==> src/rtl/beep_pkg.sv <==
package beep_pkg;

  typedef enum logic [1:0] {
    SPD_FULL = 2'd0,
    SPD_HALF = 2'd1,
    SPD_SLOW = 2'd2,
    SPD_RSVD = 2'd3
  } speed_e;

  localparam int HALF_SHIFT = 1;
  localparam int SLOW_SHIFT = 5;

  // number of counter bits the tap drops for a given clock speed
  function automatic int shift_for(speed_e spd);
    case (spd)
      SPD_HALF: return HALF_SHIFT;
      SPD_SLOW: return SLOW_SHIFT;
      default:  return 0;
    endcase
  endfunction

  // lowered tap, clamped at counter bit 0
  function automatic int tap_for(int base, int shift);
    if (base <= shift) return 0;
    return base - shift;
  endfunction

endpackage

==> src/rtl/beep_half_counter.sv <==
module beep_half_counter #(
  parameter int CNT_W = 19
) (
  input  logic             clk,
  input  logic             rst_n,
  output logic [CNT_W-1:0] cnt,
  output logic             step
);
  logic             half_q;
  logic [CNT_W-1:0] cnt_q;

  always_ff @(posedge clk) begin
    if (!rst_n) begin
      half_q <= 1'b0;
      cnt_q  <= '0;
    end else begin
      half_q <= ~half_q;
      if (half_q) cnt_q <= cnt_q + 1'b1;
    end
  end

  assign cnt  = cnt_q;
  assign step = half_q;

  AST_CNT_ADVANCE: assert property (@(posedge clk) disable iff (!rst_n)
    step |=> cnt == $past(cnt) + CNT_W'(1));
  AST_CNT_HOLD: assert property (@(posedge clk) disable iff (!rst_n)
    !step |=> $stable(cnt));
endmodule

==> src/rtl/beep_regs.sv <==
module beep_regs #(
  parameter int SEL_LSB = 10,
  parameter int SEL_W   = 9,
  parameter int REG_W   = 32
) (
  input  logic             clk,
  input  logic             rst_n,
  input  logic             wr_en,
  input  logic             wr_addr,
  input  logic [REG_W-1:0] wr_data,
  output logic             en,
  output logic [SEL_W-1:0] sel_field
);
  localparam int SEL_MSB = SEL_LSB + SEL_W - 1;

  logic             en_q;
  logic [SEL_W-1:0] sel_q;
  logic             hit_en, hit_sel;

  assign hit_en  = wr_en && (wr_addr == 1'b0);
  assign hit_sel = wr_en && (wr_addr == 1'b1);

  always_ff @(posedge clk) begin
    if (!rst_n) begin
      en_q  <= 1'b0;
      sel_q <= '0;
    end else begin
      if (hit_en)  en_q  <= wr_data[0];
      if (hit_sel) sel_q <= wr_data[SEL_MSB:SEL_LSB];
    end
  end

  // reserved bits are accepted and dropped
  logic unused_rsv;
  assign unused_rsv = ^{wr_data[REG_W-1:SEL_MSB+1], wr_data[SEL_LSB-1:1]};

  assign en        = en_q;
  assign sel_field = sel_q;

  AST_SEL_HELD: assert property (@(posedge clk) disable iff (!rst_n)
    !hit_sel |=> $stable(sel_field));
  AST_EN_HELD: assert property (@(posedge clk) disable iff (!rst_n)
    !hit_en |=> $stable(en));
endmodule

==> src/rtl/beep_tap_map.sv <==
module beep_tap_map #(
  parameter int SEL_LSB = 10,
  parameter int SEL_W   = 9,
  parameter int TAP_W   = 5
) (
  input  logic             clk,
  input  logic             rst_n,
  input  logic [SEL_W-1:0] sel_field,
  input  logic [1:0]       speed,
  output logic [TAP_W-1:0] tap,
  output logic             sel_ok
);
  import beep_pkg::*;

  int idx;

  always_comb begin
    idx = 0;
    for (int i = 0; i < SEL_W; i++) begin
      if (sel_field[i]) idx = i;
    end
    tap = TAP_W'(tap_for(SEL_LSB + idx, shift_for(speed_e'(speed))));
  end

  assign sel_ok = $onehot(sel_field);

  AST_FULL_NO_SHIFT: assert property (@(posedge clk) disable iff (!rst_n)
    (sel_ok && speed == 2'd0) |-> int'(tap) >= SEL_LSB);
  AST_SLOW_BELOW: assert property (@(posedge clk) disable iff (!rst_n)
    (sel_ok && speed == 2'd2) |-> int'(tap) <= SEL_LSB + SEL_W - 1 - SLOW_SHIFT
                                  || tap == '0);
endmodule

==> src/rtl/beep_tone_gen.sv <==
module beep_tone_gen #(
  parameter int SEL_LSB = 10,
  parameter int SEL_W   = 9,
  parameter int CNT_W   = SEL_LSB + SEL_W
) (
  input  logic        clk,
  input  logic        rst_n,
  input  logic        wr_en,
  input  logic        wr_addr,
  input  logic [31:0] wr_data,
  input  logic [1:0]  speed,
  output logic        beep_o
);
  localparam int TAP_W = $clog2(CNT_W);

  logic [CNT_W-1:0] cnt;
  logic             step;
  logic             en;
  logic [SEL_W-1:0] sel_field;
  logic [TAP_W-1:0] tap;
  logic             sel_ok;
  logic             beep_q;

  beep_half_counter #(.CNT_W(CNT_W)) u_cnt (
    .clk(clk), .rst_n(rst_n), .cnt(cnt), .step(step));

  beep_regs #(.SEL_LSB(SEL_LSB), .SEL_W(SEL_W), .REG_W(32)) u_regs (
    .clk(clk), .rst_n(rst_n), .wr_en(wr_en), .wr_addr(wr_addr),
    .wr_data(wr_data), .en(en), .sel_field(sel_field));

  beep_tap_map #(.SEL_LSB(SEL_LSB), .SEL_W(SEL_W), .TAP_W(TAP_W)) u_map (
    .clk(clk), .rst_n(rst_n), .sel_field(sel_field), .speed(speed),
    .tap(tap), .sel_ok(sel_ok));

  always_ff @(posedge clk) begin
    if (!rst_n) beep_q <= 1'b0;
    else        beep_q <= en & sel_ok & cnt[tap];
  end

  assign beep_o = beep_q;

  AST_OFF_QUIET: assert property (@(posedge clk) disable iff (!rst_n)
    !en |=> !beep_o);
  AST_BADSEL_QUIET: assert property (@(posedge clk) disable iff (!rst_n)
    !sel_ok |=> !beep_o);
  AST_RESET_LOW: assert property (@(posedge clk)
    !rst_n |=> !beep_o);
endmodule

==> config.mk <==
export PLATFORM = sky130hd
export DESIGN_NAME = beep_tone_gen
export DESIGN_NICKNAME = d
export VERILOG_FILES = /design/src/rtl/beep_pkg.sv /design/src/rtl/beep_half_counter.sv /design/src/rtl/beep_regs.sv /design/src/rtl/beep_tap_map.sv /design/src/rtl/beep_tone_gen.sv
export SDC_FILE = /design/constraint.sdc
export NUM_CORES = 1
export LEC_CHECK = 0
export BUFFER_PORTS_ARGS = -buffer_cell sky130_fd_sc_hd__buf_2
export CAP_MARGIN = 10
export CORE_UTILIZATION = 55
export DETAILED_ROUTE_END_ITERATION = 8
export PLACE_DENSITY = 0.84
export SYNTH_ARGS = -nofsm -noshare
export SYNTH_HDL_FRONTEND = slang
export SYNTH_SLANG_ARGS = --single-unit
==> constraint.sdc <==
create_clock -name clk -period 4.2 [get_ports clk]
set_input_delay 1.26 -clock clk [delete_from_list [all_inputs] [get_ports clk]]
set_output_delay 1.26 -clock clk [all_outputs]
set_load 0.1 [all_outputs]
==> results of run 1 <==
## synth_stat cells (2+ instances only)
library cell and count:
nand3_1 16, buf_2 2, nor2_1 7, clkbuf_1 5
nor4_1 2, xnor2_1 17, and2_1 18, nor3_1 3
xor2_1 3, ha_1 14, a21boi_0 10, a211oi_1 4
dfxtp_1 31, a21oi_1 5, nand4_1 7, nor2b_1 5
fa_1 5, nand2_1 21, nand2b_1 3, inv_1 15
mux2i_1 6, and3_1 2, a31oi_1 2
## how the worst max path moves through the flow
stage	from	to	slack (ns)	cells after the start
after global routing	u_regs.sel_field[3]$_SDFFE_PN0P_	beep_o$_SDFF_PN0_	0.07	15
after CTS	u_regs.sel_field[2]$_SDFFE_PN0P_	beep_o$_SDFF_PN0_	0.37	15
after global placement	speed[0]	beep_o$_SDFF_PN0_	0.39	15
after floorplan	speed[0]	beep_o$_SDFF_PN0_	0.66	14
final	u_regs.sel_field[3]$_SDFFE_PN0P_	beep_o$_SDFF_PN0_	0.35	15
after detailed placement	speed[0]	beep_o$_SDFF_PN0_	0.30	15
## final cells by class
cell class	instances	area, µm²	area share
clock buffers	6	41.3	0.0195
inverters	15	56.3	0.0266
multi-input cells	169	1260	0.596
flip-flops and latches	31	621	0.293
well taps	46	57.6	0.0272
repair buffers	16	80.1	0.0378
## power breakdown
part | total, mW | switching, mW | internal [mW]
combinational | 0.161 | 0.0880 | 0.0731
clock | 0.150 | 0.0904 | 0.0593
sequential | 0.310 | 0.00954 | 0.301
total | 0.621 | 0.188 | 0.433
## through the flow
| step | instances | hold WS (ns) | util |
|---|---|---|---|
| final | 283 | 0.471 | 0.624 |
| after global routing | 283 | 0.515 | 0.624 |
| after CTS | 283 | 0.477 | 0.624 |
| after detailed placement | 277 | 0.465 | 0.612 |
| after global placement | 277 | 0.462 | 0.612 |
| after floorplan | 222 | 0.448 | - |
## logic make-up (layout without fill, tap and decap cells)
| group | count (synthesis) | count (layout) | share of synthesized area |
|---|---|---|---|
| flip-flops | 31 | 31 | 0.316 |
| XOR/XNOR | 20 | 20 | 0.0891 |
| AO/OA/AOI/OAI | 31 | 31 | 0.118 |
| adder cells (fa/ha/maj) | 19 | 19 | 0.140 |
| AND/OR/NAND/NOR | 91 | 91 | 0.250 |
| multiplexers | 8 | 8 | 0.0439 |
| buffers and inverters | 22 | 37 | 0.0433 |
## flip-flops by register name, summed over array words and instances, names as in the netlist
register / cells
u_regs.en: 1
u_regs.sel_field: 9
u_cnt.cnt: 19
u_cnt.step: 1
beep_o: 1
## layer usage
layer  share of wire  vias up  track usage  wire [µm]
met5               0        -            0          0
met3           0.030        5       0.0621        104
met4           0.014        0       0.0667         47
met1            0.50      694        0.254       1730
li1                -      798            -          -
met2            0.46       14        0.367       1600
## worst reg2reg max path: stages, from the launching register on
cell	delay, ns
dfxtp_1	0.41
inv_1	0.07
ha_1	0.20
or3_4	0.34
a21oi_1	0.27
ha_1	0.29
ha_1	0.35
nor2b_1	0.15
nor3_1	0.16
ha_1	0.30
nor2_4	0.07
mux2i_1	0.14
a2111oi_0	0.45
a41oi_1	0.09
mux2_4	0.30
o32ai_2	0.19
==> results.json, run 1 <==
{
  "ys_seq_area_frac": 0.316,
  "dp_slack_ns": 0.298,
  "syn-num-nets": 279,
  "synth-seq-cells": 31,
  "critical_path.cell_chain": "inv_1, ha_1, or3_4, a21oi_1, ha_1, ha_1, nor2b_1, nor3_1, ha_1, nor2_4, mux2i_1, a2111oi_0, a41oi_1, mux2_4, o32ai_2",
  "path_class": "flip-flop to flip-flop",
  "async_flop_share": 0,
  "path_clk_slew_ns": 0.09,
  "port_buffers": 16,
  "clkLatencyLatePin_ns": 0.33,
  "antenna_found_initial": 0,
  "cts_root_buf": "clkbuf_4",
  "ioPinCount": 39,
  "htree_levels": 2,
  "die_y_um": 61.8,
  "end_kind": "flip-flop",
  "dr_total_vias": 1511,
  "drc_errors": 0,
  "synth_warnings": 0,
  "syn_to_final_growth_pct": 7.64,
  "fill_cells": 286,
  "layout_commonest_cell": "dfxtp_1",
  "core-area_um2": 3390,
  "synthFlopType": "dfxtp_1",
  "syn-instance-count": 222,
  "drtIter0Drc": 58,
  "min_period_over_period": 0.916,
  "critPathMostFrequentCell": "ha_1",
  "power-per-cell-area_nw_per_um2": 294,
  "rsz0062_at_grt": "false",
  "final_cell_mix": "dfxtp_1 (31), nand2_1 (21), and2_1 (18)",
  "fin_nets": 295,
  "cpLargestDelayFamily": "adder cells",
  "min_from": "u_regs.sel_field[0]$_SDFFE_PN0P_",
  "synth_top_cell_by_area": "dfxtp_1",
  "cts_tree": "yes",
  "ff2ff_path_depth": 15,
  "netlist.area_leader.share": 0.316,
  "setup_viol": 0,
  "cp.arrival_ns": 4.09,
  "cts_sinks": 31,
  "track_usage": 0.212,
  "worst_setup_path_start_kind": "flip-flop",
  "path_max_fanout": 4,
  "floorplan.initialDensity": 0.580,
  "grt_pass1_vias": 1422,
  "grt_pass1_wl_um": 5870,
  "rrSetupSlack_ns": 0.35,
  "hold_buffers": 0,
  "drv_slew": 0,
  "holdPathEnd": "u_regs.sel_field[0]$_SDFFE_PN0P_",
  "dieArea_um2": 3820,
  "r2r-start": "u_regs.sel_field[3]$_SDFFE_PN0P_",
  "syn_avg_cell_area_um2": 8.85,
  "ir_drop_mv": 0.151,
  "cp_slowest_cell": "a2111oi_0",
  "synth-edff-count": 0,
  "fmax_mhz": 260,
  "worst_pin_slew_ns": 0.577,
  "synth_area_leaders": "dfxtp_1 (32%), ha_1 (8.9%), xnor2_1 (7.6%)",
  "grt_max_degree": 32,
  "detail_route.wl_per_cell_um": 12.3,
  "antenna_cells": 0,
  "drive_gt1_frac": 0.114,
  "fin_crit_ns": 3.85,
  "hold_viol": 0,
  "postRouteWirelength_um": 3480,
  "first_pass_iters": 4,
  "via_per_inst": 5.34,
  "rows": 21,
  "die_x_um": 61.8,
  "postPlaceCellArea_um2": 2070,
  "grt_overflow_total": 0,
  "ctsResizeCount": 0,
  "place_congestion": 0.820,
  "numCtsBuffers": 5,
  "leakage_nw": 0.881,
  "r2r_end": "beep_o$_SDFF_PN0_",
  "hpwl_um": 2590,
  "status": "finished clean",
  "slew_headroom": 0.613,
  "holdPathStages": 2,
  "final.setup.tns_ns": 0,
  "syn_area_um2": 1970,
  "setup_ws_ns": 0.352,
  "synth.distinct_cells": 42,
  "crit_required_ns": 4.44,
  "total_power_uw": 621,
  "clockBufferDepth": 2,
  "ant_nets": 0,
  "hold_path.class": "flip-flop to flip-flop",
  "worstPathBufferInverterCount": 1,
  "cts_setup_buffers": 0,
  "drv_cap": 0,
  "worst_clock_skew_ns": 0.00554,
  "cp_slowest_stage_delay_ns": 0.45,
  "design_area_um2": 2120
}
(Power assumes the default switching activity.)
==> inputs of run 2 (changes only) <==
Clock period 4.2 ns to 4.1 ns, I/O delays scaled along.
==> results.json, run 2 (same netlist as run 1, synthesis figures left out) <==
{
  "status": "finished clean",
  "die_x_um": 61.8,
  "drc_errors": 0,
  "drive_gt1_frac": 0.117,
  "end_kind": "flip-flop",
  "htree_levels": 2,
  "cts_setup_buffers": 0,
  "cts_root_buf": "clkbuf_4",
  "slew_headroom": 0.595,
  "first_pass_iters": 4,
  "via_per_inst": 5.31,
  "dr_total_vias": 1512,
  "detail_route.wl_per_cell_um": 12.0,
  "holdPathEnd": "u_regs.sel_field[0]$_SDFFE_PN0P_",
  "p_switching_uw": 197,
  "port_buffers": 16,
  "fmax_mhz": 264,
  "path_class": "flip-flop to flip-flop",
  "ctsResizeCount": 0,
  "floorplan.initialDensity": 0.580,
  "ant_nets": 0,
  "p_comb_frac": 0.252,
  "min_from": "u_regs.sel_field[0]$_SDFFE_PN0P_",
  "clkLatencyLatePin_ns": 0.33,
  "antenna_cells": 0,
  "r2r_end": "beep_o$_SDFF_PN0_",
  "numCtsBuffers": 5,
  "hold_buffers": 0,
  "crit_required_ns": 4.35,
  "fin_nets": 295,
  "drv_cap": 0,
  "cts_sinks": 31,
  "ir_drop_mv": 0.172,
  "core-area_um2": 3390,
  "setup_viol": 0,
  "hpwl_um": 2660,
  "rsz0062_at_grt": "false",
  "min_period_over_period": 0.925,
  "cts_tree": "yes",
  "final.setup.tns_ns": 0,
  "worst_setup_path_start_kind": "flip-flop",
  "largest_reg_flops": 19,
  "grt_overflow_total": 0,
  "layout_commonest_cell": "dfxtp_1",
  "postRouteWirelength_um": 3430,
  "final_cell_mix": "dfxtp_1 (31), nand2_1 (21), and2_1 (18)",
  "utilization": 0.627,
  "rows": 21,
  "worst_clock_skew_ns": 0.00535,
  "track_usage": 0.210,
  "ioPinCount": 39,
  "clock_power_share": 0.257,
  "die_y_um": 61.8,
  "switching_share": 0.305,
  "place_congestion": 0.820,
  "drtIter0Drc": 82,
  "hold_viol": 0,
  "seq_power_share": 0.492,
  "grt_max_degree": 32,
  "rrSetupSlack_ns": 0.31,
  "syn_to_final_growth_pct": 8.08,
  "dieArea_um2": 3820,
  "fin_crit_ns": 3.79,
  "path_clk_slew_ns": 0.09,
  "ff2ff_path_depth": 15,
  "cp.arrival_ns": 4.04,
  "internal-power_uw": 449,
  "grt_pass1_vias": 1408,
  "path_max_fanout": 4,
  "leakage_nw": 0.886,
  "hold_path.class": "flip-flop to flip-flop",
  "r2r-start": "u_regs.sel_field[2]$_SDFFE_PN0P_",
  "worst_pin_slew_ns": 0.603,
  "grt_pass1_wl_um": 5750,
  "power-per-cell-area_nw_per_um2": 304,
  "clockBufferDepth": 2,
  "drv_slew": 0,
  "antenna_found_initial": 0,
  "holdPathStages": 2
}
-- run 2: cell count changes in the layout (fill, tap and decap cells not counted), sizes merged --
cell	previous run	this run
clkinv	0	1
clkbuf	6	7
-- run 2: layout make-up --
cell class,instances,area [µm²]
clock buffers,7,45.0
clock inverters,1,5.00
fillers,284,1260
inverters,15,56.3
multi-input cells,169,1260
flip-flops and latches,31,621
well taps,46,57.6
repair buffers,16,80.1
-- run 2: how the worst max path moves through the flow --
stage,from,endpoint,slack (ns),depth (start not counted)
2_1_floorplan,speed[0],beep_o$_SDFF_PN0_,0.59,14
3_3_place_gp,speed[0],beep_o$_SDFF_PN0_,0.32,15
3_5_place_dp,speed[0],beep_o$_SDFF_PN0_,0.23,15
4_1_cts,u_regs.sel_field[2]$_SDFFE_PN0P_,beep_o$_SDFF_PN0_,0.30,15
5_1_grt,u_regs.sel_field[2]$_SDFFE_PN0P_,beep_o$_SDFF_PN0_,0.003,15
6_report,u_regs.sel_field[2]$_SDFFE_PN0P_,beep_o$_SDFF_PN0_,0.31,15
-- run 2: critical path, cell delays in order, from the launching register on --
cell and delay (ns):
dfxtp_1 0.38, inv_1 0.07, ha_1 0.20, or3_4 0.35, a21oi_1 0.27, ha_1 0.29, ha_1 0.35, nor2b_1 0.15
nor3_1 0.15, ha_1 0.29, nor2_4 0.07, mux2i_1 0.13, a2111oi_0 0.43, a41oi_1 0.09, mux2_4 0.30, o32ai_2 0.19
-- run 2: per-layer routing --
metal	routed length (µm)	global-route usage	vias up	part of all wire
li1	-	-	799	-
met1	1660	0.243	691	0.48
met2	1570	0.367	16	0.46
met3	130	0.0621	6	0.038
met4	66	0.0762	0	0.019
met5	0	0	-	0
-- run 2: power groups by stage --
stage	sequential, mW	clock (mW)	combinational (mW)
final	0.318	0.166	0.163
after floorplan	0.322	0	0.131
after global routing	0.319	0.184	0.187
after detailed placement	0.325	0	0.163
after CTS	0.318	0.174	0.164
after global placement	0.324	0	0.159
-- run 2: through the flow --
step | total power [mW] | cell area (µm²) | hold WS (ns) | instances | worst slack (ns)
3_3_place_gp | 0.483 | 2070 | 0.462 | 277 | 0.320
5_1_grt | 0.691 | 2120 | 0.512 | 285 | 0.00255
6_report | 0.646 | 2120 | 0.478 | 285 | 0.308
3_5_place_dp | 0.488 | 2070 | 0.468 | 277 | 0.233
4_1_cts | 0.656 | 2120 | 0.481 | 285 | 0.295
2_1_floorplan | 0.454 | 1970 | 0.448 | 222 | 0.593
